### src/rtl/tmr_irq_pkg.sv
// Package: source indices, group codes and widths shared by the timer
// interrupt logic. Assumes five sources in the fixed order below.
package tmr_irq_pkg;
    localparam int NSRC     = 5;
    localparam int SRC_CMP0 = 0;
    localparam int SRC_CMP1 = 1;
    localparam int SRC_CAP0 = 2;
    localparam int SRC_CAP1 = 3;
    localparam int SRC_OVF  = 4;

    localparam int NOVR     = 2;
    localparam int OVR_CMP0 = 0;
    localparam int OVR_CAP0 = 1;

    localparam int CODE_W   = 3;
    localparam int BASE_W   = 5;
    localparam int VEC_W    = BASE_W + CODE_W;

    localparam logic [CODE_W-1:0] CODE_CMP = 3'b110;
    localparam logic [CODE_W-1:0] CODE_CAP = 3'b100;
    localparam logic [CODE_W-1:0] CODE_OVF = 3'b000;

    typedef enum logic [1:0] {GRP_NONE, GRP_CMP, GRP_CAP, GRP_OVF} grp_e;

    // Maps an overrun slot to the source it watches.
    function automatic int ovr_src(input int k);
        return (k == OVR_CMP0) ? SRC_CMP0 : SRC_CAP0;
    endfunction
endpackage

### src/rtl/tmr_pend_flags.sv
// Pending and overrun flag bank. Each source latches its event strobe
// into a pending flag that software clears with a write-one-to-clear
// strobe; an event beats a clear in the same cycle. Two slots watch the
// DMA-capable sources and record a sticky overrun when a new event meets
// a flag that is still pending. Assumes strobes last one cycle.
module tmr_pend_flags
    import tmr_irq_pkg::*;
#(
    parameter int N_SRC = NSRC,
    parameter int N_OVR = NOVR
) (
    input  logic             clk,
    input  logic             rst_n,
    input  logic [N_SRC-1:0] evt_i,
    input  logic [N_SRC-1:0] clr_i,
    input  logic [N_OVR-1:0] ovr_clr_i,
    output logic [N_SRC-1:0] pend_o,
    output logic [N_OVR-1:0] ovr_o
);
    logic [N_SRC-1:0] pend_q;
    logic [N_OVR-1:0] ovr_q;

    for (genvar i = 0; i < N_SRC; i++) begin : g_pend
        // Purpose: set on event, clear on strobe, event has priority.
        always_ff @(posedge clk) begin
            if (!rst_n)          pend_q[i] <= 1'b0;
            else if (evt_i[i])   pend_q[i] <= 1'b1;
            else if (clr_i[i])   pend_q[i] <= 1'b0;
        end

        AST_EVT_SETS_PEND: assert property (@(posedge clk) disable iff (!rst_n)
            evt_i[i] |=> pend_q[i]);
    end

    for (genvar k = 0; k < N_OVR; k++) begin : g_ovr
        localparam int S = ovr_src(k);
        logic hit;
        // Purpose: detect a new event meeting an unserviced flag.
        always_comb hit = evt_i[S] & pend_q[S] & ~clr_i[S];

        // Purpose: sticky overrun, a new hit wins over its clear.
        always_ff @(posedge clk) begin
            if (!rst_n)            ovr_q[k] <= 1'b0;
            else if (hit)          ovr_q[k] <= 1'b1;
            else if (ovr_clr_i[k]) ovr_q[k] <= 1'b0;
        end

        AST_OVR_ONLY_ON_HIT: assert property (@(posedge clk) disable iff (!rst_n)
            $rose(ovr_q[k]) |-> $past(evt_i[S] && pend_o[S]));
        AST_OVR_STICKY: assert property (@(posedge clk) disable iff (!rst_n)
            ovr_q[k] && !ovr_clr_i[k] |=> ovr_q[k]);
    end

    assign pend_o = pend_q;
    assign ovr_o  = ovr_q;
endmodule

### src/rtl/tmr_vec_arb.sv
// Group arbiter and vector register. Reduces the enabled pending flags
// to three group hits, picks the group with the lowest fixed code and
// registers the request and the vector. The vector holds its value while
// no request is active. Assumes the source order of tmr_irq_pkg.
module tmr_vec_arb
    import tmr_irq_pkg::*;
#(
    parameter int N_SRC = NSRC,
    parameter int B_W   = BASE_W,
    parameter int C_W   = CODE_W,
    localparam int V_W  = B_W + C_W
) (
    input  logic             clk,
    input  logic             rst_n,
    input  logic [N_SRC-1:0] pend_i,
    input  logic [N_SRC-1:0] en_i,
    input  logic             glb_en_i,
    input  logic [B_W-1:0]   base_i,
    output logic             irq_o,
    output logic [V_W-1:0]   vec_o
);
    logic [N_SRC-1:0] act;
    logic             any_act;
    grp_e             grp;
    logic [C_W-1:0]   code;
    logic             irq_q;
    logic [V_W-1:0]   vec_q;

    // Purpose: enabled pending sources and the winning group.
    always_comb begin
        act     = pend_i & en_i;
        any_act = |act;
        if (act[SRC_OVF])                    grp = GRP_OVF;
        else if (act[SRC_CAP0] | act[SRC_CAP1]) grp = GRP_CAP;
        else if (act[SRC_CMP0] | act[SRC_CMP1]) grp = GRP_CMP;
        else                                 grp = GRP_NONE;
    end

    // Purpose: translate the winning group into its fixed code.
    always_comb begin
        unique case (grp)
            GRP_OVF: code = CODE_OVF;
            GRP_CAP: code = CODE_CAP;
            GRP_CMP: code = CODE_CMP;
            default: code = CODE_OVF;
        endcase
    end

    // Purpose: register the request, and load the vector when it is active.
    always_ff @(posedge clk) begin
        if (!rst_n) begin
            irq_q <= 1'b0;
            vec_q <= '0;
        end else begin
            irq_q <= glb_en_i & any_act;
            if (glb_en_i && any_act) vec_q <= {base_i, code};
        end
    end

    assign irq_o = irq_q;
    assign vec_o = vec_q;

    AST_IRQ_NEEDS_GLB: assert property (@(posedge clk) disable iff (!rst_n)
        irq_q |-> $past(glb_en_i));
    AST_CODE_LEGAL: assert property (@(posedge clk) disable iff (!rst_n)
        irq_q |-> (vec_q[C_W-1:0] == CODE_OVF || vec_q[C_W-1:0] == CODE_CAP
                   || vec_q[C_W-1:0] == CODE_CMP));
    AST_OVF_WINS: assert property (@(posedge clk) disable iff (!rst_n)
        glb_en_i && pend_i[SRC_OVF] && en_i[SRC_OVF] |=> vec_q[C_W-1:0] == CODE_OVF);
    AST_VEC_HOLD: assert property (@(posedge clk) disable iff (!rst_n)
        !glb_en_i |=> $stable(vec_q));
endmodule

### src/rtl/tmr_irq_vec.sv
// Timer interrupt vector and overrun logic, top level. Ties the flag bank
// to the group arbiter. Assumes single-cycle event and clear strobes and
// a synchronous active-low reset.
module tmr_irq_vec
    import tmr_irq_pkg::*;
(
    input  logic              clk,
    input  logic              rst_n,
    input  logic [NSRC-1:0]   evt_i,
    input  logic [NSRC-1:0]   src_en_i,
    input  logic              glb_en_i,
    input  logic [BASE_W-1:0] vec_base_i,
    input  logic [NSRC-1:0]   pend_clr_i,
    input  logic [NOVR-1:0]   ovr_clr_i,
    output logic [NSRC-1:0]   pend_o,
    output logic              irq_o,
    output logic [VEC_W-1:0]  vec_o,
    output logic [NOVR-1:0]   ovr_o
);
    logic [NSRC-1:0] pend;

    tmr_pend_flags #(.N_SRC(NSRC), .N_OVR(NOVR)) u_flags (
        .clk       (clk),
        .rst_n     (rst_n),
        .evt_i     (evt_i),
        .clr_i     (pend_clr_i),
        .ovr_clr_i (ovr_clr_i),
        .pend_o    (pend),
        .ovr_o     (ovr_o)
    );

    tmr_vec_arb #(.N_SRC(NSRC), .B_W(BASE_W), .C_W(CODE_W)) u_arb (
        .clk      (clk),
        .rst_n    (rst_n),
        .pend_i   (pend),
        .en_i     (src_en_i),
        .glb_en_i (glb_en_i),
        .base_i   (vec_base_i),
        .irq_o    (irq_o),
        .vec_o    (vec_o)
    );

    assign pend_o = pend;

    AST_MASKED_NO_IRQ: assert property (@(posedge clk) disable iff (!rst_n)
        (pend_o & src_en_i) == '0 |=> !irq_o);
endmodule

### config.mk
export PLATFORM = sky130hd
export DESIGN_NAME = tmr_irq_vec
export DESIGN_NICKNAME = d
export VERILOG_FILES = /design/src/rtl/tmr_irq_pkg.sv /design/src/rtl/tmr_pend_flags.sv /design/src/rtl/tmr_vec_arb.sv /design/src/rtl/tmr_irq_vec.sv
export SDC_FILE = /design/constraint.sdc
export NUM_CORES = 1
export LEC_CHECK = 0
export ABC_AREA = 1
export BUFFER_PORTS_ARGS = -buffer_cell sky130_fd_sc_hd__buf_2
export CORE_UTILIZATION = 42
export CTS_CLUSTER_DIAMETER = 200
export DETAILED_ROUTE_END_ITERATION = 10
export PLACE_DENSITY_LB_ADDON = 0.1
export SYNTH_ARGS = -nofsm -noshare
export SYNTH_HDL_FRONTEND = slang
export SYNTH_SLANG_ARGS = --single-unit
export TNS_END_PERCENT = 100
### constraint.sdc
create_clock -name clk -period 1.3 [get_ports clk]
set_input_delay 0.065 -clock clk [delete_from_list [all_inputs] [get_ports clk]]
set_output_delay 0.065 -clock clk [all_outputs]
set_load 0.02 [all_outputs]
After elaboration in Yosys (flattened, before gate mapping)
Cells that the tools add are included.
- output and inout bits: 16
- bits in registers: 16
- input bits: 25
- logic and storage cells: 48
- reduce and logical (&&, ||, !) cells: 9
- eq/ne operators: 2
- multiplexer cells: 18
- bitwise gates (word level): 10
- operators with widths (kind ; number):
    1-bit 2-to-1 mux ; 15
    2-bit nonzero test ; 7
    3-bit one-hot mux with 2 select lines ; 1
    1-bit bitwise AND ; 5
    5-bit bitwise AND ; 1
    5-bit OR reduction ; 1
    2-bit 2-to-1 mux ; 2
    2-bit by 1-bit == test with 1-bit output (second input constant) ; 1
    2-bit == test (second input constant) ; 1
    1-bit inverter ; 2
    1-bit OR ; 2
    1-bit logical AND ; 1

Logic depth before layout (Yosys ltp)
Gate-level depths: netlist (run 1).
- depth after elaboration: 7
- gate-level depth with buffers: 9

Modules after synthesis
A second synthesis (run 1) with hierarchy kept.
- cell total of the unflattened synthesis: 91
- area, all modules: 695.7 um2
- by module, submodules not included (module ; cells each ; area an instance (um2) ; instances):
    tmr_vec_arb ; 60 ; 446.7 ; 1
    tmr_pend_flags ; 31 ; 249.0 ; 1

Worst setup path after synthesis (run 1)
Ideal clock, no wire load.
- path type: register to register
- start: register u_flags.pend_q[0] (netlist: u_flags.pend_o[0])
- end: register u_arb.vec_q[2] (netlist: u_arb.vec_o[2])
- stages on the path, launching flop included: 9
- path slack: -0.030 ns
- arrival: 1.268 ns
- period minus slack after synthesis: 1.330 ns
- data required time: 1.238 ns
- cells stage by stage: dfxtp_1 -> nand2_1 -> nand2_1 -> inv_1 -> o21ai_0 -> ha_1 -> nand3_1 -> nand2_1 -> nor2_2
- word-level cells in the longest chain between the ends: 7
- elaborated cells between the ends (all ways): 10
- those cells by class: 2 x eq/ne; 4 x mux; 2 x bitwise; 2 x reduce/logical
- RTL lines (item ; line ; source):
    from (decl) ; tmr_pend_flags.sv:20 ; logic [N_SRC-1:0] pend_q;
    from (signal, indexed assignment) ; tmr_pend_flags.sv:26 ; if (!rst_n) pend_q[i] <= 1'b0;
    from (signal, indexed assignment) ; tmr_pend_flags.sv:27 ; else if (evt_i[i]) pend_q[i] <= 1'b1;
    from (signal, indexed assignment) ; tmr_pend_flags.sv:28 ; else if (clr_i[i]) pend_q[i] <= 1'b0;
    5-bit bitwise AND (*) ; tmr_vec_arb.sv:31 ; act = pend_i & en_i;
    1-bit OR ; tmr_vec_arb.sv:35 ; else if (act[SRC_CMP0] | act[SRC_CMP1]) grp = GRP_CMP;
    1-bit 2-to-1 mux ; tmr_vec_arb.sv:35 ;
    2-bit 2-to-1 mux ; tmr_vec_arb.sv:34 ; else if (act[SRC_CAP0] | act[SRC_CAP1]) grp = GRP_CAP;
    2-bit 2-to-1 mux ; tmr_vec_arb.sv:33 ; if (act[SRC_OVF]) grp = GRP_OVF;
    2-bit by 1-bit == test with 1-bit output or 2-bit == test (tied branches) ; tmr_vec_arb.sv:41 ; unique case (grp)
    3-bit one-hot mux with 2 select lines ; tmr_vec_arb.sv:41 ;
    to (signal assigned) ; tmr_vec_arb.sv:56 ; if (glb_en_i && any_act) vec_q <= {base_i, code};
    to (decl) ; tmr_vec_arb.sv:27 ; logic [V_W-1:0] vec_q;
Mark *: on every way between the ends. The rest lies on a longest branch, timed or not.
A chain may end at the register's enable or synchronous reset.

Final worst setup path (run 1)
- start: register u_flags.pend_q[2] (netlist: u_flags.pend_o[2])
- end: register u_arb.vec_q[2] (netlist: u_arb.vec_o[2])
- word-level cells in the longest chain between the ends: 6
- elaborated cells between the ends (all ways): 9
- those cells by class: 2 x eq/ne; 3 x mux; 2 x bitwise; 2 x reduce/logical
- RTL lines (item ; line):
    5-bit bitwise AND (*) ; tmr_vec_arb.sv:31
    1-bit OR ; tmr_vec_arb.sv:34
    2-bit 2-to-1 mux ; tmr_vec_arb.sv:34
    2-bit 2-to-1 mux ; tmr_vec_arb.sv:33
    2-bit by 1-bit == test with 1-bit output or 2-bit == test (tied branches) ; tmr_vec_arb.sv:41
    3-bit one-hot mux with 2 select lines ; tmr_vec_arb.sv:41
Marks and branches as above.

==> metrics.txt, run 1 <==
# TYPE chip_impl_metric gauge
chip_impl_metric{name="die_wd",unit="microns"} 43.21
chip_impl_metric{name="overflow",unit=""} 0
chip_impl_metric{name="synth_edf_count",unit=""} 0
chip_impl_metric{name="clock_sinks",unit=""} 15
chip_impl_metric{name="globalRouteTotalUtil",unit="%"} 15.84
chip_impl_metric{name="syn2layout_area_growth",unit="%"} 35.79
chip_impl_metric{name="antenna_left",unit=""} 0
chip_impl_metric{name="gp_routability_congestion",unit=""} 0.6668
chip_impl_info{name="critical_path_class",value="reg2reg"} 1
chip_impl_metric{name="clk_path_buf_depth",unit=""} 2
chip_impl_metric{name="clk_pin_slew_worst_paths",unit="ps"} 90
chip_impl_metric{name="rr_worst_depth",unit=""} 7
chip_impl_metric{name="timing.final.crit_share",unit="%"} 91.54
chip_impl_info{name="critPathLaunchType",value="flop"} 1
chip_impl_metric{name="die-height",unit="microns"} 43.21
chip_impl_metric{name="critical_path_arrival",unit="ps"} 1410
chip_impl_metric{name="timing_hold_violations_final",unit=""} 0
chip_impl_metric{name="routed_wirelength",unit="microns"} 1360
chip_impl_metric{name="ffs_w_async_s_r_synth",unit="%"} 0
chip_impl_metric{name="avgSynthCellArea",unit="sq um"} 7.507
chip_impl_info{name="run_status",value="complete, no violations"} 1
chip_impl_info{name="root_buffer",value="sky130_fd_sc_hd__clkbuf_4"} 1
chip_impl_metric{name="peakVddDrop",unit="mV"} 0.5068
chip_impl_metric{name="setup_slack_reg_to_reg",unit="ps"} 110
chip_impl_info{name="setup.worst_path.end_class",value="flop"} 1
chip_impl_metric{name="insertion_delay",unit="ps"} 270
chip_impl_metric{name="first_global_vias",unit=""} 588
chip_impl_metric{name="cp_max_fo",unit=""} 4
chip_impl_metric{name="synth_area",unit="sq um"} 713.2
chip_impl_metric{name="initial_utilization",unit="%"} 46.27
chip_impl_metric{name="synthesis.yosys.warnings",unit=""} 0
chip_impl_metric{name="period_needed",unit="ps"} 1190
chip_impl_info{name="synthTopCellsByCount",value="sky130_fd_sc_hd__inv_1, sky130_fd_sc_hd__dfxtp_1, sky130_fd_sc_hd__nor2_1"} 1
chip_impl_info{name="synth_top_area_cell",value="sky130_fd_sc_hd__dfxtp_1"} 1
chip_impl_info{name="synthMostInstantiatedCell",value="sky130_fd_sc_hd__inv_1"} 1
chip_impl_metric{name="place_worst_setup_slack",unit="ps"} 57.42
chip_impl_metric{name="final-max-slew-violation-count",unit=""} 0
chip_impl_info{name="cell_types_occupying_the_most_area_after_synthesis",value="sky130_fd_sc_hd__dfxtp_1, sky130_fd_sc_hd__inv_1, sky130_fd_sc_hd__nor2_1"} 1
chip_impl_metric{name="die-area",unit="sq um"} 1867
chip_impl_metric{name="syn-num-nets",unit=""} 121
chip_impl_metric{name="drv.max_cap_violation_count",unit=""} 0
chip_impl_metric{name="synth_seq_cells",unit=""} 15
chip_impl_metric{name="fin_worst_skew",unit="ps"} 0.6166
chip_impl_metric{name="avgRoutedWirePerCell",unit="microns"} 8.774
chip_impl_info{name="crit-reg2reg-capture",value="u_arb.vec_o[2]"} 1
chip_impl_metric{name="antenna_found_initial",unit=""} 0
chip_impl_metric{name="grt_max_degree",unit=""} 9
chip_impl_metric{name="numCtsBuffers",unit=""} 3
chip_impl_metric{name="post-route-drc-count",unit=""} 0
chip_impl_metric{name="power.leakage",unit="uW"} 0.0005565
chip_impl_metric{name="nNetsFinal",unit=""} 166
chip_impl_info{name="min-delay-path-class",value="in2reg"} 1
chip_impl_metric{name="hpwl",unit="microns"} 1067
chip_impl_metric{name="synth.lib_cells_used.distinct",unit=""} 18
chip_impl_metric{name="pin_count",unit=""} 41
chip_impl_metric{name="detail_route.iter0.violations",unit=""} 5
chip_impl_metric{name="ys_seq_area_share",unit="%"} 42.11
chip_impl_metric{name="detail_route.first_pass.iterations",unit=""} 2
chip_impl_metric{name="total_number_of_vias",unit=""} 676
chip_impl_info{name="hold-path-endpoint",value="u_flags.pend_o[0]"} 1
chip_impl_metric{name="setup_slack",unit="ps"} 109.9
chip_impl_metric{name="syn_inst",unit=""} 95
chip_impl_metric{name="first_pass_grt_wire_length",unit="microns"} 2270
chip_impl_metric{name="num_antenna_cells",unit=""} 0
chip_impl_metric{name="cts-htree-levels",unit=""} 1
chip_impl_metric{name="synth_top_cell_area_share",unit="%"} 42.11
chip_impl_info{name="clock_tree_from_tritoncts",value="built"} 1
chip_impl_metric{name="drive_gt1_share",unit="%"} 45.32
chip_impl_metric{name="core_area",unit="sq um"} 1541
chip_impl_metric{name="setup_viol",unit=""} 0
chip_impl_info{name="synth_flop_cell",value="sky130_fd_sc_hd__dfxtp_1"} 1
chip_impl_info{name="hp-start",value="evt_i[0]"} 1
chip_impl_metric{name="worst_hold_slack",unit="ps"} 7.559
chip_impl_metric{name="core.rowCount",unit=""} 14
chip_impl_metric{name="worstHoldPathCells",unit=""} 3
chip_impl_info{name="worstReg2RegStart",value="u_flags.pend_o[2]"} 1
chip_impl_metric{name="power_density",unit="nW/um^2"} 1069
chip_impl_metric{name="dpl.cell_count",unit=""} 147
chip_impl_metric{name="cp_required",unit="ps"} 1520
chip_impl_metric{name="fin_cells",unit=""} 155
chip_impl_info{name="rsz0062_at_grt",value="no"} 1
chip_impl_metric{name="route.detailed.vias_per_inst",unit=""} 4.361
chip_impl_metric{name="fmaxAchievable",unit="GHz"} 0.8403
chip_impl_metric{name="fin_tns_setup",unit="ps"} 0
chip_impl_metric{name="numPortBuffers",unit=""} 39
worst max-delay path by stage:
stage                     slack (ps)        endpoint              start  depth (start not counted)
final                            110  u_arb.vec_o[2]  u_flags.pend_o[2]                          7
after global routing              10  u_arb.vec_o[2]  u_flags.pend_o[2]                          7
after CTS                         30  u_arb.vec_o[2]  u_flags.pend_o[0]                          8
after detailed placement          60  u_arb.vec_o[2]  u_flags.pend_o[0]                          8
after global placement            90  u_arb.vec_o[2]  u_flags.pend_o[0]                          8
after floorplan                 0.08  u_arb.vec_o[2]  u_flags.pend_o[2]                          7
flip-flops by register name, indices dropped and copies added (netlist names):
name / flops
u_arb.irq_o: 1
u_arb.vec_o: 7
u_flags.ovr_o: 2
u_flags.pend_o: 5
cells in the final DEF, fill, tap and decap left out:
cell type                       Yosys  layout
sky130_fd_sc_hd__a21oi_1            7       7
sky130_fd_sc_hd__nand2_4            2       2
sky130_fd_sc_hd__nor2_2             7       7
sky130_fd_sc_hd__nor3_1             1       1
sky130_fd_sc_hd__nand2_1           12      12
sky130_fd_sc_hd__dfxtp_1           15      13
sky130_fd_sc_hd__clkbuf_1           0       1
sky130_fd_sc_hd__conb_1             1       1
sky130_fd_sc_hd__nor2_4             2       2
sky130_fd_sc_hd__nor2_1            13      13
sky130_fd_sc_hd__inv_2              1       2
sky130_fd_sc_hd__o21ai_1            0       1
sky130_fd_sc_hd__dlygate4sd3_1      0       3
sky130_fd_sc_hd__inv_1             16      15
sky130_fd_sc_hd__ha_1               1       1
sky130_fd_sc_hd__clkbuf_4           0       3
sky130_fd_sc_hd__buf_4              2       1
sky130_fd_sc_hd__nand3_1            8       8
sky130_fd_sc_hd__buf_2              0      39
sky130_fd_sc_hd__nand2_2            3       3
sky130_fd_sc_hd__nand3_2            2       2
sky130_fd_sc_hd__dfxtp_2            0       2
critical path: stages, from the launching register on:
cell and delay, ps:
sky130_fd_sc_hd__dfxtp_1 380, sky130_fd_sc_hd__nand2_2 80, sky130_fd_sc_hd__nand2_2 100, sky130_fd_sc_hd__o21ai_1 80, sky130_fd_sc_hd__ha_1 290, sky130_fd_sc_hd__nand3_1 80, sky130_fd_sc_hd__nand2_1 60, sky130_fd_sc_hd__nor2_2 70
layout make-up:
| class | instances | area, sq um |
|---|---|---|
| inverters | 17 | 63.81 |
| clock buffers | 4 | 26.28 |
| well taps | 16 | 20.02 |
| multi-input cells | 60 | 322.8 |
| repair buffers | 43 | 232.7 |
| flip-flops and latches | 15 | 302.8 |
| fillers | 144 | 573.1 |
power by group:
group          leakage (uW)  total (uW)  internal [uW]  switching [uW]
clock network     0.0000150         257            119             139
logic              0.000417         264            107             156
registers          0.000125         514            494            19.4
total              0.000556        1040            720             315
what timing repair did:
action,in CTS,in global routing
gates resized for setup,0,2
endpoints found under the hold margin,3,0
hold buffers,3,0
buffers inserted,0,1
endpoints found under the setup margin,0,2
metrics by stage:
step / power (uW) / area, sq um / utilization [%]
after floorplan: 698.9 / 715.7 / -
after global placement: 774.8 / 904.6 / 58.69
after detailed placement: 780.6 / 904.6 / 58.69
after CTS: 1054 / 960.9 / 62.34
after global routing: 1099 / 968.4 / 62.82
final: 1035 / 968.4 / 62.82
cells by family after synthesis:
group	count (synthesis)	share of synthesized area, %
flip-flops	15	42.11
AND/OR/NAND/NOR	50	37.37
AO/OA/AOI/OAI	8	5.613
buffers and inverters	20	12.63
adder cells (fa/ha/maj)	1	1.754
other	1	0.5258
layer usage:
| layer | global-route usage, % | vias to the layer above | wire (microns) |
|---|---|---|---|
| met5 | 0 | - | 0 |
| met4 | 7.273 | 0 | 0 |
| met3 | 2.553 | 0 | 59 |
| met2 | 25.07 | 20 | 623 |
| met1 | 20.83 | 281 | 677 |
| li1 | - | 375 | - |
Note: power is estimated with default switching activity, not from simulation.
==> inputs of run 2 (changes only) <==
CORE_ASPECT_RATIO = 0.9   (was unset)
==> metrics.txt, run 2 (synthesis gave the netlist of run 1 again) <==
# TYPE chip_impl_metric gauge
chip_impl_metric{name="numCtsBuffers",unit=""} 3
chip_impl_info{name="cell_type_group_with_the_largest_total_delay_on_the_critical_path",value="simple AND/OR/NAND/NOR gates"} 1
chip_impl_metric{name="worst_hold_slack",unit="ps"} 15.73
chip_impl_metric{name="clk_path_buf_depth",unit=""} 2
chip_impl_info{name="cpMostUsedCell",value="sky130_fd_sc_hd__nand2_2"} 1
chip_impl_info{name="rsz0062_at_grt",value="no"} 1
chip_impl_metric{name="drv.max_cap_violation_count",unit=""} 0
chip_impl_metric{name="numPortBuffers",unit=""} 39
chip_impl_info{name="root_buffer",value="sky130_fd_sc_hd__clkbuf_4"} 1
chip_impl_metric{name="num_antenna_cells",unit=""} 0
chip_impl_metric{name="timing.final.crit_share",unit="%"} 92.95
chip_impl_metric{name="clk_pin_slew_worst_paths",unit="ps"} 90
chip_impl_metric{name="hpwl",unit="microns"} 1083
chip_impl_metric{name="insertion_delay",unit="ps"} 290
chip_impl_metric{name="overflow",unit=""} 0
chip_impl_metric{name="gp_routability_congestion",unit=""} 0.6708
chip_impl_metric{name="core.rowCount",unit=""} 13
chip_impl_metric{name="first_pass_grt_wire_length",unit="microns"} 2152
chip_impl_metric{name="initial_utilization",unit="%"} 47.15
chip_impl_metric{name="timing_hold_violations_final",unit=""} 0
chip_impl_metric{name="total_number_of_vias",unit=""} 724
chip_impl_metric{name="final-max-slew-violation-count",unit=""} 0
chip_impl_metric{name="syn2layout_area_growth",unit="%"} 38.42
chip_impl_metric{name="period_needed",unit="ps"} 1208
chip_impl_metric{name="nNetsFinal",unit=""} 167
chip_impl_metric{name="fmaxAchievable",unit="GHz"} 0.8276
chip_impl_metric{name="pin_count",unit=""} 41
chip_impl_metric{name="power_density",unit="nW/um^2"} 1063
chip_impl_metric{name="clock_sinks",unit=""} 15
chip_impl_metric{name="antenna_found_initial",unit=""} 0
chip_impl_metric{name="cts-htree-levels",unit=""} 1
chip_impl_metric{name="cp_required",unit="ps"} 1540
chip_impl_metric{name="grt_max_degree",unit=""} 10
chip_impl_metric{name="route.detailed.vias_per_inst",unit=""} 4.469
chip_impl_info{name="layout.cells.most_common_list",value="sky130_fd_sc_hd__buf_2, sky130_fd_sc_hd__inv_1, sky130_fd_sc_hd__nor2_1, sky130_fd_sc_hd__dfxtp_1, sky130_fd_sc_hd__nand2_1"} 1
chip_impl_metric{name="cp_max_fo",unit=""} 4
chip_impl_metric{name="avgRoutedWirePerCell",unit="microns"} 9.049
chip_impl_info{name="critPathLaunchType",value="flop"} 1
chip_impl_metric{name="globalRouteTotalUtil",unit="%"} 17.40
chip_impl_info{name="clock_tree_from_tritoncts",value="built"} 1
chip_impl_metric{name="drive_gt1_share",unit="%"} 45.71
chip_impl_metric{name="die-height",unit="microns"} 41.09
chip_impl_metric{name="crit_buf_inv",unit=""} 0
chip_impl_metric{name="critical_path_arrival",unit="ps"} 1440
chip_impl_info{name="crit_path_cell_trace",value="nand2_2 -> nand2_2 -> o21ai_1 -> ha_1 -> nand3_1 -> nand2_1 -> nor2_2"} 1
chip_impl_metric{name="peakVddDrop",unit="mV"} 0.6676
chip_impl_metric{name="number_of_flip_flops_in_the_largest_register",unit=""} 7
chip_impl_info{name="mostFrequentLayoutCell",value="sky130_fd_sc_hd__buf_2"} 1
chip_impl_info{name="critical_path_class",value="reg2reg"} 1
chip_impl_metric{name="routed_wirelength",unit="microns"} 1466
chip_impl_metric{name="fin_worst_skew",unit="ps"} 7.353
chip_impl_metric{name="cp_slowest_stage_delay",unit="ps"} 380
chip_impl_info{name="run_status",value="complete, no violations"} 1
chip_impl_metric{name="fin_tns_setup",unit="ps"} 0
chip_impl_metric{name="setup_viol",unit=""} 0
chip_impl_metric{name="die-area",unit="sq um"} 1867
chip_impl_metric{name="post-route-drc-count",unit=""} 0
chip_impl_info{name="worst_path_max_delay_cell",value="sky130_fd_sc_hd__dfxtp_1"} 1
chip_impl_metric{name="final_core_utilization",unit="%"} 65.26
chip_impl_metric{name="antenna_left",unit=""} 0
chip_impl_metric{name="detail_route.iter0.violations",unit=""} 9
chip_impl_metric{name="detail_route.first_pass.iterations",unit=""} 4
chip_impl_metric{name="core_area",unit="sq um"} 1513
chip_impl_metric{name="die_wd",unit="microns"} 45.44
chip_impl_info{name="min-delay-path-class",value="in2reg"} 1
chip_impl_metric{name="first_global_vias",unit=""} 565
chip_impl_info{name="setup.worst_path.end_class",value="flop"} 1
chip_impl_metric{name="power.leakage",unit="uW"} 0.0005634
## run 2: cell count changes in the layout (fill, tap and decap cells not counted), sizes merged
| cell | before | now |
|---|---|---|
| clkbuf | 4 | 3 |
| clkinv | 0 | 1 |
| dlygate4sd3 | 3 | 4 |
## run 2: path summary, 6_finish.rpt
kind	startpoint	endpoint	slack (ps)	depth (start not counted)
worst max-delay path	u_flags.pend_o[2]	u_arb.vec_o[2]	90	7
worst min-delay path	evt_i[0]	u_flags.pend_o[0]	20	3
worst min register to register	u_flags.ovr_o[1]	u_flags.ovr_o[1]	460	2
worst max register to register	u_flags.pend_o[2]	u_arb.vec_o[2]	90	7
## run 2: worst register-to-register path, stage by stage (launching register included)
cell and delay, ps:
sky130_fd_sc_hd__dfxtp_1 380, sky130_fd_sc_hd__nand2_2 90, sky130_fd_sc_hd__nand2_2 100, sky130_fd_sc_hd__o21ai_1 80
sky130_fd_sc_hd__ha_1 300, sky130_fd_sc_hd__nand3_1 90, sky130_fd_sc_hd__nand2_1 60, sky130_fd_sc_hd__nor2_2 70
## run 2: layer usage
layer | track usage (%) | wire (microns)
met4 | 13.64 | 27
met1 | 18.54 | 675
met3 | 3.965 | 66
met5 | 0 | 0
met2 | 30.36 | 696
## run 2: layout make-up
class	instances	area [sq um]
inverter	17	63.81
multi-input combinational	60	322.8
tap	22	27.53
fill	150	525.5
clock buffer	3	22.52
timing repair buffer	44	242.7
clock inverter	1	5.005
sequential	15	302.8
## run 2: where the power goes
group          total, uW  internal (uW)  switching [uW]
Clock                267            114             152
Combinational        269            110             159
Sequential           513            494            19.0
## run 2: what timing repair did
item	CTS	global route
hold endpoints to repair	4	0
setup endpoints to repair	0	2
hold buffers	4	0
buffers inserted	0	1
gates resized for setup	0	2
## run 2: through the flow
stage / instances / cell area (sq um) / total power [uW] / worst slack (ps)
4_1_cts: 161 / 979.7 / 1060 / 24.31
6_report: 162 / 987.2 / 1049 / 91.66
5_1_grt: 162 / 987.2 / 1115 / 4.159
3_5_place_dp: 153 / 912.1 / 779.6 / 42.15
2_1_floorplan: 95 / 715.7 / 698.9 / 0.08082
3_3_place_gp: 153 / 912.1 / 773.9 / 97.46
==> inputs of run 3 (changes only) <==
ABC_AREA = 0   (was 1)
ABC_CLOCK_PERIOD_IN_PS = 1300   (was unset)
==> metrics.txt, run 3 <==
# TYPE chip_impl_metric gauge
chip_impl_metric{name="power.leakage",unit="uW"} 0.0005793
chip_impl_metric{name="netSwitchingFraction",unit="%"} 29.68
chip_impl_metric{name="route.detailed.vias_per_inst",unit=""} 5.006
chip_impl_metric{name="peakVddDrop",unit="mV"} 0.6932
chip_impl_metric{name="fmaxAchievable",unit="GHz"} 0.6590
chip_impl_info{name="synthTopCellsByCount",value="sky130_fd_sc_hd__dfxtp_1, sky130_fd_sc_hd__nor2_1"} 1
chip_impl_metric{name="drv.max_cap_violation_count",unit=""} 0
chip_impl_metric{name="syn-num-nets",unit=""} 117
chip_impl_metric{name="insertion_delay",unit="ps"} 280
chip_impl_metric{name="cts-htree-levels",unit=""} 1
chip_impl_metric{name="overflow",unit=""} 0
chip_impl_metric{name="detail_route.iter0.violations",unit=""} 16
chip_impl_metric{name="cp_max_fo",unit=""} 13
chip_impl_metric{name="globalRouteTotalUtil",unit="%"} 20.45
chip_impl_info{name="synth_top_area_cell",value="sky130_fd_sc_hd__dfxtp_1"} 1
chip_impl_metric{name="fin_worst_skew",unit="ps"} 4.312
chip_impl_info{name="clock_tree_from_tritoncts",value="built"} 1
chip_impl_metric{name="number_of_flip_flops_in_the_largest_register",unit=""} 7
chip_impl_info{name="run_status",value="complete, but fails checks"} 1
chip_impl_metric{name="critical_path_arrival",unit="ps"} 1700
chip_impl_metric{name="pin_count",unit=""} 41
chip_impl_metric{name="period_needed",unit="ps"} 1518
chip_impl_metric{name="fin_tns_setup",unit="ps"} -1217
chip_impl_metric{name="synth_edf_count",unit=""} 0
chip_impl_metric{name="comb_power_share",unit="%"} 26.4
chip_impl_metric{name="seqPwrFrac",unit="%"} 48.7
chip_impl_metric{name="share_clk_of_total_power",unit="%"} 24.9
chip_impl_metric{name="synth_seq_cells",unit=""} 15
chip_impl_metric{name="synth_area",unit="sq um"} 738.2
chip_impl_info{name="root_buffer",value="sky130_fd_sc_hd__clkbuf_4"} 1
chip_impl_info{name="cell_types_occupying_the_most_area_after_synthesis",value="sky130_fd_sc_hd__dfxtp_1, sky130_fd_sc_hd__nor2_1, sky130_fd_sc_hd__nand3b_1"} 1
chip_impl_metric{name="gp_routability_congestion",unit=""} 0.7093
chip_impl_info{name="rsz0062_at_grt",value="yes"} 1
chip_impl_info{name="critPathLaunchType",value="flop"} 1
chip_impl_metric{name="setup_viol",unit=""} 8
chip_impl_metric{name="core_area",unit="sq um"} 1545
chip_impl_metric{name="ffs_w_async_s_r_synth",unit="%"} 0
chip_impl_metric{name="clock_sinks",unit=""} 15
chip_impl_metric{name="worstHoldPathCells",unit=""} 3
chip_impl_metric{name="timing_hold_violations_final",unit=""} 0
chip_impl_metric{name="die_wd",unit="microns"} 46.19
chip_impl_metric{name="synthesis.yosys.warnings",unit=""} 0
chip_impl_metric{name="cp_required",unit="ps"} 1480
chip_impl_metric{name="total_power",unit="uW"} 1061
chip_impl_metric{name="avgSynthCellArea",unit="sq um"} 8.112
chip_impl_info{name="min-delay-path-class",value="in2reg"} 1
chip_impl_metric{name="numPortBuffers",unit=""} 39
chip_impl_metric{name="syn2layout_area_growth",unit="%"} 48.47
chip_impl_metric{name="numCtsBuffers",unit=""} 3
chip_impl_info{name="mostFrequentLayoutCell",value="sky130_fd_sc_hd__buf_2"} 1
chip_impl_info{name="setup.worst_path.end_class",value="flop"} 1
chip_impl_info{name="synth_flop_cell",value="sky130_fd_sc_hd__dfxtp_1"} 1
chip_impl_metric{name="hpwl",unit="microns"} 1356
chip_impl_metric{name="first_global_vias",unit=""} 682
chip_impl_metric{name="setup_slack",unit="ps"} -217.5
chip_impl_metric{name="antenna_left",unit=""} 0
chip_impl_metric{name="final-max-slew-violation-count",unit=""} 0
chip_impl_metric{name="ys_seq_area_share",unit="%"} 40.68
chip_impl_metric{name="initial_utilization",unit="%"} 47.77
chip_impl_metric{name="netSwitchingPower",unit="uW"} 314.8
chip_impl_metric{name="avgRoutedWirePerCell",unit="microns"} 10.91
chip_impl_metric{name="grt_max_degree",unit=""} 22
chip_impl_metric{name="first_pass_grt_wire_length",unit="microns"} 2863
chip_impl_metric{name="clk_path_buf_depth",unit=""} 2
chip_impl_metric{name="die-height",unit="microns"} 41.77
chip_impl_metric{name="worst_hold_slack",unit="ps"} 16.82
chip_impl_metric{name="timing.final.crit_share",unit="%"} 116.7
chip_impl_metric{name="clk_pin_slew_worst_paths",unit="ps"} 90
chip_impl_metric{name="power.internal",unit="uW"} 746.0
chip_impl_metric{name="nNetsFinal",unit=""} 169
chip_impl_metric{name="detail_route.first_pass.iterations",unit=""} 4
chip_impl_metric{name="final_core_utilization",unit="%"} 70.93
chip_impl_metric{name="rr_worst_depth",unit=""} 6
chip_impl_metric{name="fin_cells",unit=""} 164
chip_impl_metric{name="dpl.cell_count",unit=""} 156
chip_impl_metric{name="core.rowCount",unit=""} 13
chip_impl_metric{name="antenna_found_initial",unit=""} 0
chip_impl_info{name="failed_checks",value="negative setup slack"} 1
chip_impl_info{name="critical_path_class",value="reg2reg"} 1
chip_impl_metric{name="total_number_of_vias",unit=""} 821
chip_impl_metric{name="post-route-drc-count",unit=""} 0
chip_impl_metric{name="num_antenna_cells",unit=""} 0
chip_impl_metric{name="synth.lib_cells_used.distinct",unit=""} 22
chip_impl_metric{name="power_density",unit="nW/um^2"} 967.8
chip_impl_metric{name="drive_gt1_share",unit="%"} 44.37
chip_impl_metric{name="synth_top_cell_area_share",unit="%"} 40.68
chip_impl_metric{name="routed_wirelength",unit="microns"} 1790
chip_impl_metric{name="die-area",unit="sq um"} 1929
chip_impl_metric{name="syn_inst",unit=""} 91
chip_impl_info{name="layout.cells.most_common_list",value="sky130_fd_sc_hd__buf_2, sky130_fd_sc_hd__nor2_1, sky130_fd_sc_hd__buf_4, sky130_fd_sc_hd__dfxtp_1"} 1
chip_impl_metric{name="fillerInstances",unit=""} 137
-- run 3: changes by cell type after synthesis, sizes merged, moves of 5 or more --
cell    before  now
and4         0    6
inv         17    6
nand2       17    0
nand3b       0    6
nor2        22   15
o21ai        1    6
or3          0    6
-- run 3: worst paths after layout --
| check | start | to | slack (ps) |
|---|---|---|---|
| hold / removal | evt_i[2] | u_flags.pend_o[2] | 20 |
| setup reg to reg | u_flags.pend_o[2] | u_arb.vec_o[2] | -220 |
| hold reg to reg | u_arb.vec_o[2] | u_arb.vec_o[2] | 510 |
| setup / recovery | u_flags.pend_o[2] | u_arb.vec_o[2] | -220 |
-- run 3: repair_timing --
action                     CTS  global route
hold endpoints to repair     3             0
setup endpoints to repair    8             8
resized for setup            1             0
pin swaps                    1             0
hold buffers                 3             0
setup buffers                1             0
-- run 3: metrics by stage --
step	area (sq um)	setup WS (ps)
2_1_floorplan	769.5	-410.2
6_report	1096	-217.5
5_1_grt	1096	-283.8
3_3_place_gp	1027	-185.6
4_1_cts	1096	-215.0
3_5_place_dp	1027	-252.8
-- run 3: layout make-up --
type                       count  area [sq um]  area share [%]
inverter                       6         22.52           2.055
clock buffer                   4         26.28           2.397
timing repair buffer          53         307.8           28.08
tap                           22         27.53           2.511
sequential                    15         310.3           28.31
multi-input combinational     64         401.6           36.64
-- run 3: logic make-up after synthesis --
family	after synthesis	synth area share, %
buffers and inverters	12	7.117
AND/OR/NAND/NOR	44	34.75
other	1	0.5080
AO/OA/AOI/OAI	18	15.26
adder cells (fa/ha/maj)	1	1.695
flip-flops	15	40.68
-- run 3: power by group through the flow --
stage	Sequential, uW	Combinational, uW	Clock, uW
6_report	517	280	264
2_1_floorplan	572	110	0
3_3_place_gp	525	261	0
5_1_grt	523	309	305
3_5_place_dp	527	268	0
4_1_cts	517	282	276
-- run 3: critical path, cell delays in order (launching register included) --
cell and delay, ps:
sky130_fd_sc_hd__dfxtp_4 350, sky130_fd_sc_hd__a222oi_1 320, sky130_fd_sc_hd__buf_4 240, sky130_fd_sc_hd__ha_1 140, sky130_fd_sc_hd__inv_1 30, sky130_fd_sc_hd__a211o_1 210
sky130_fd_sc_hd__o211a_1 120
-- run 3: routing by layer --
metal / share of wire [%] / track usage, % / vias up
li1: - / - / 421
met2: 47 / 31.55 / 27
met1: 46 / 26.20 / 371
met5: 0 / 0 / -
met3: 6.3 / 7.826 / 2
met4: 0.95 / 5.294 / 0
